===== config.mk =====
export PLATFORM = sky130hd
export DESIGN_NAME = bus_prio_arbiter
export DESIGN_NICKNAME = d
export VERILOG_FILES = /design/src/rtl/arb_pkg.sv /design/src/rtl/arb_ctrl.sv /design/src/rtl/arb_datapath.sv /design/src/rtl/bus_prio_arbiter.sv
export SDC_FILE = /design/constraint.sdc
export NUM_CORES = 1
export LEC_CHECK = 0
export ABC_AREA = 1
export ABC_CLOCK_PERIOD_IN_PS = 800
export BUFFER_PORTS_ARGS = -buffer_cell sky130_fd_sc_hd__buf_2
export CAP_MARGIN = 15
export CORE_AREA = 5 5 42 44
export DETAILED_ROUTE_END_ITERATION = 12
export DIE_AREA = 0 0 47 49
export GPL_ROUTABILITY_DRIVEN = 0
export MAX_ROUTING_LAYER = met4
export PLACE_DENSITY = 0.38
export REMOVE_ABC_BUFFERS = 1
export SLEW_MARGIN = 10
export SYNTH_ARGS = -nofsm -noshare
export SYNTH_HDL_FRONTEND = slang
export SYNTH_HIERARCHICAL = 1
export SYNTH_SLANG_ARGS = --single-unit

===== constraint.sdc =====
create_clock -name clk -period 0.8 [get_ports clk]
set_input_delay 0.04 -clock clk [delete_from_list [all_inputs] [get_ports clk]]
set_output_delay 0.04 -clock clk [all_outputs]
set_load 0.02 [all_outputs]

===== src/rtl/arb_pkg.sv =====
package arb_pkg;

  // Strobes from the control module to the datapath.
  typedef struct packed {
    logic park;   // clear the owner: bus goes to the hosting board
    logic load;   // take the new priority winner as owner
  } arbStrobes_t;

endpackage


===== src/rtl/arb_ctrl.sv =====
module arb_ctrl
  import arb_pkg::*;
(
  input  logic        arbEnable,
  input  logic        addrStbN,
  output arbStrobes_t strobes
);

  // A new owner may only be taken between transfers; a disabled
  // arbiter always parks and never loads.
  always_comb begin
    strobes.park = ~arbEnable;
    strobes.load = arbEnable & addrStbN;
  end

endmodule


===== src/rtl/arb_datapath.sv =====
module arb_datapath
  import arb_pkg::*;
#(
  parameter int NUM_REQ     = 2,
  parameter int SYNC_STAGES = 2
) (
  input  logic               clk,
  input  logic               rst,
  input  logic [NUM_REQ-1:0] reqN,
  input  arbStrobes_t        strobes,
  output logic [NUM_REQ-1:0] ackN,
  output logic               ownerIdle
);

  localparam int LAST_STAGE = SYNC_STAGES - 1;

  logic [NUM_REQ-1:0] syncReg [SYNC_STAGES];
  logic [NUM_REQ-1:0] reqAct;
  logic [NUM_REQ-1:0] winner;
  logic [NUM_REQ:0]   lowerBusy;
  logic [NUM_REQ-1:0] owner;

  // Request synchronizer chain; idle value is all ones (released).
  always_ff @(posedge clk) begin
    if (rst) syncReg[0] <= '1;
    else     syncReg[0] <= reqN;
  end

  generate
    for (genvar s = 1; s < SYNC_STAGES; s++) begin : g_sync
      always_ff @(posedge clk) begin
        if (rst) syncReg[s] <= '1;
        else     syncReg[s] <= syncReg[s-1];
      end
    end
  endgenerate

  assign reqAct = ~syncReg[LAST_STAGE];

  // Fixed priority: the lowest index wins.
  assign lowerBusy[0] = 1'b0;
  generate
    for (genvar i = 0; i < NUM_REQ; i++) begin : g_prio
      assign winner[i]      = reqAct[i] & ~lowerBusy[i];
      assign lowerBusy[i+1] = lowerBusy[i] | reqAct[i];
    end
  endgenerate

  // Owner register, one-hot or zero (zero = hosting board).
  always_ff @(posedge clk) begin
    if (rst || strobes.park) owner <= '0;
    else if (strobes.load)   owner <= winner;
  end

  assign ackN      = ~owner;
  assign ownerIdle = ~|owner;

endmodule


===== src/rtl/bus_prio_arbiter.sv =====
module bus_prio_arbiter
  import arb_pkg::*;
#(
  parameter int NUM_REQ     = 2,
  parameter int SYNC_STAGES = 2
) (
  input  logic               clk,
  input  logic               rst,
  input  logic               arbEnable,
  input  logic [NUM_REQ-1:0] reqN,
  input  logic               addrStbN,
  output logic [NUM_REQ-1:0] ackN,
  output logic               ackOe,
  output logic               dfltGrant
);

  arbStrobes_t strobes;
  logic        ownerIdle;

  arb_ctrl u_ctrl (
    .arbEnable (arbEnable),
    .addrStbN  (addrStbN),
    .strobes   (strobes)
  );

  arb_datapath #(
    .NUM_REQ     (NUM_REQ),
    .SYNC_STAGES (SYNC_STAGES)
  ) u_dp (
    .clk       (clk),
    .rst       (rst),
    .reqN      (reqN),
    .strobes   (strobes),
    .ackN      (ackN),
    .ownerIdle (ownerIdle)
  );

  assign ackOe     = arbEnable;
  assign dfltGrant = arbEnable & ownerIdle;

endmodule


==> flow_summary_export.csv <==
group,metric,value,unit
floorplan,row_count,14,
clock_tree,ctsLongestPathBuffers,2,
logic_synthesis,syn_inst,31,
global_route,grt_pass1_vias,178,
timing,slew_headroom,91.8,%
floorplan,die_w,47,µm
clock_tree,cts_sinks,6,
detailed_routing,drt-total-wl,419,µm
final_layout,area_delta_synth_final,55.9,%
timing,fin_ws,-104,ps
timing,setup_viol,2,
detailed_routing,dr_total_vias,208,
floorplan,boundaryPins,10,
clock_tree,htreeDepth,1,
logic_synthesis,synth_xor_area_share,0,%
floorplan,fp.dieArea,0.00230,mm²
final_layout,multi_input_area,76.3,µm²
critical_path,worstPathArrival,860,ps
floorplan,core-area,0.00140,mm²
critical_path,critPathCaptureType,"output pin",
critical_path,reg2reg_setup_slack,110,ps
critical_path,crit_type,"register to output pin",
detailed_routing,wl_per_cell,6.87,µm
final_layout,final_nets,53,
critical_path,cp-start-kind,"register",
detailed_routing,drt_first_pass_iters,2,
floorplan,start_util,16.8,%
final_layout,final_cell_area,367,µm²
logic_synthesis,post-synth-top-area-cell,"dfxtp_1",
clock_tree,clk_pin_slew,50,ps
logic_synthesis,synth_compound_area_share,3.72,%
floorplan,die_y,49,µm
placed_design,place_area,293,µm²
global_route,grt_max_degree,6,
final_layout,num_antenna_cells,0,
clock_tree,cts_buffers,3,
critical_path,worstPathMaxFanout,2,
power_and_ir_drop,power.density,1830,mW/mm²
global_route,grt_usage,5.07,%
clock_tree,cts_tree,"built",
status,status,"complete, but fails checks",
timing,finalSetupTns,-179,ps
clock_tree,root_buffer,"clkbuf_4",
power_and_ir_drop,p_leak,0.187,nW
final_layout,fillers,161,
final_layout,ff_latch_area,123,µm²
timing,fmax,1110,MHz
logic_synthesis,yosys.area_share.simple,27.7,%
power_and_ir_drop,peakVddDrop,534,µV
timing,skew,2.99,ps
detailed_routing,ant_nets,0,
timing,slew_violations,0,
logic_synthesis,synth_top_family_by_area,"simple AND/OR/NAND/NOR gates",
timing,rsz0062_at_grt,"yes",
logic_synthesis,synth-adder-area-share,0,%
detailed_routing,initialDrtViolationCount,3,
logic_synthesis,ys_seq_area_share,51.1,%
clock_tree,clk_latency,240,ps
placed_design,io_buffers,9,
detailed_routing,drc,0,
timing,min_period,904,ps
timing,final_hold_viol_count,0,
logic_synthesis,yosysWarnings,6,
flow_run,maxCapViolations,0,
logic_synthesis,muxShareOfSynthArea,0,%
timing,timing.final.crit_share,113,%
placed_design,dp.final_hpwl,289,µm
logic_synthesis,ys_types,8,
global_route,grt-ovfl-total,0,
critical_path,crit_required,760,ps
logic_synthesis,synth_top_cell_area_share,51.1,%
min_path,hold_class,"input pin to register",
final_layout,drive_above_1_share,42.2,%
logic_synthesis,syn_area,235,µm²
logic_synthesis,syn_avg_cell_area,7.59,µm²
timing,worstMarginPinSlew,123,ps
global_route,antenna_found_initial,0,
logic_synthesis,yosys-top-cells-area,"dfxtp_1 (51%), inv_1 (14%), or2_1 (11%)",
detailed_routing,avgViaCountPerCell,3.41,
status,violations,"setup timing",
logic_synthesis,ys_ff_latch,6,
global_route,grt_pass1_wl,724,µm
[critical path, cell delays in order (launching register included)]
cell     delay (ps)
dfxtp_2         320
nor2_2           90
nand2_1          50
inv_1            60
buf_6           110
[area by class of cell]
| class | instances | area share [%] |
|---|---|---|
| inverters | 9 | 9.22 |
| flip-flops and latches | 6 | 33.4 |
| clock buffers | 3 | 6.14 |
| well taps | 16 | 5.46 |
| repair buffers | 12 | 24.9 |
| multi-input cells | 15 | 20.8 |
[metrics by stage]
step / util [%] / cells / worst slack, ps / power (mW) / hold slack [ps]
after floorplan: - / 30 / 189 / 0.351 / 80.0
after global placement: 20.9 / 55 / 128 / 0.381 / 216
after detailed placement: 20.9 / 55 / 117 / 0.381 / 219
after CTS: 26.0 / 61 / -134 / 0.692 / 21.7
after global routing: 26.2 / 61 / -176 / 0.719 / 51.1
final: 26.2 / 61 / -104 / 0.669 / 27.4
[placed cells by master (no fill, tap or decap)]
| cell | n |
|---|---|
| nand2_1 | 5 |
| or2_1 | 4 |
| nand3_1 | 2 |
| buf_4 | 1 |
| nor2_2 | 1 |
| inv_1 | 7 |
| dfxtp_1 | 4 |
| nor2_1 | 2 |
| inv_2 | 2 |
| dlygate4sd3_1 | 2 |
| clkbuf_4 | 3 |
| buf_6 | 3 |
| buf_2 | 6 |
| a21oi_2 | 1 |
| dfxtp_2 | 2 |
[routing by layer]
layer | wire [µm] | share of wire, % | track usage, % | up-vias
met5 | 0 | 0 | - | -
met4 | 0 | 0 | 2.76 | 0
met3 | 64 | 15 | 5.54 | 0
met2 | 170 | 41 | 5.66 | 12
met1 | 184 | 44 | 5.31 | 82
li1 | - | - | - | 114
[timing repair]
item                                   in CTS  in global routing
endpoints found under the hold margin       2                  0
hold buffers                                2                  0
pin swaps                                   1                  0
setup buffers                               1                  0
resized for setup                           9                  2
setup endpoints to repair                   3                  3
[power breakdown]
group          total (mW)  internal (mW)  switching [mW]
Clock               0.279          0.170           0.109
Combinational      0.0749         0.0388          0.0360
Sequential          0.316          0.312         0.00392
[flip-flops by register name, summed over array words and instances (netlist names)]
signal	flops
u_dp/syncReg	4
u_dp/owner	2
[cell usage after synthesis]
cell type	n
inv_1	9
dfxtp_1	6
nand2_1	5
or2_1	4
nor2_1	3
nand3_1	2
a21oi_2	1
buf_4	1
[cells by family after synthesis]
group / count (synthesis)
flip-flops: 6
AO/OA/AOI/OAI: 1
buffers and inverters: 10
AND/OR/NAND/NOR: 14
[final timing paths]
check	from	to	depth (start not counted)
worst min register to register	u_dp/syncReg[0][0]	u_dp/syncReg[1][0]	1
worst min-delay path	rst	u_dp/syncReg[1][0]	2
worst max register to register	u_dp/owner[1]	u_dp/owner[1]	3
worst max-delay path	u_dp/owner[1]	dfltGrant	4
No activity file was read; power rests on OpenSTA's default activity.
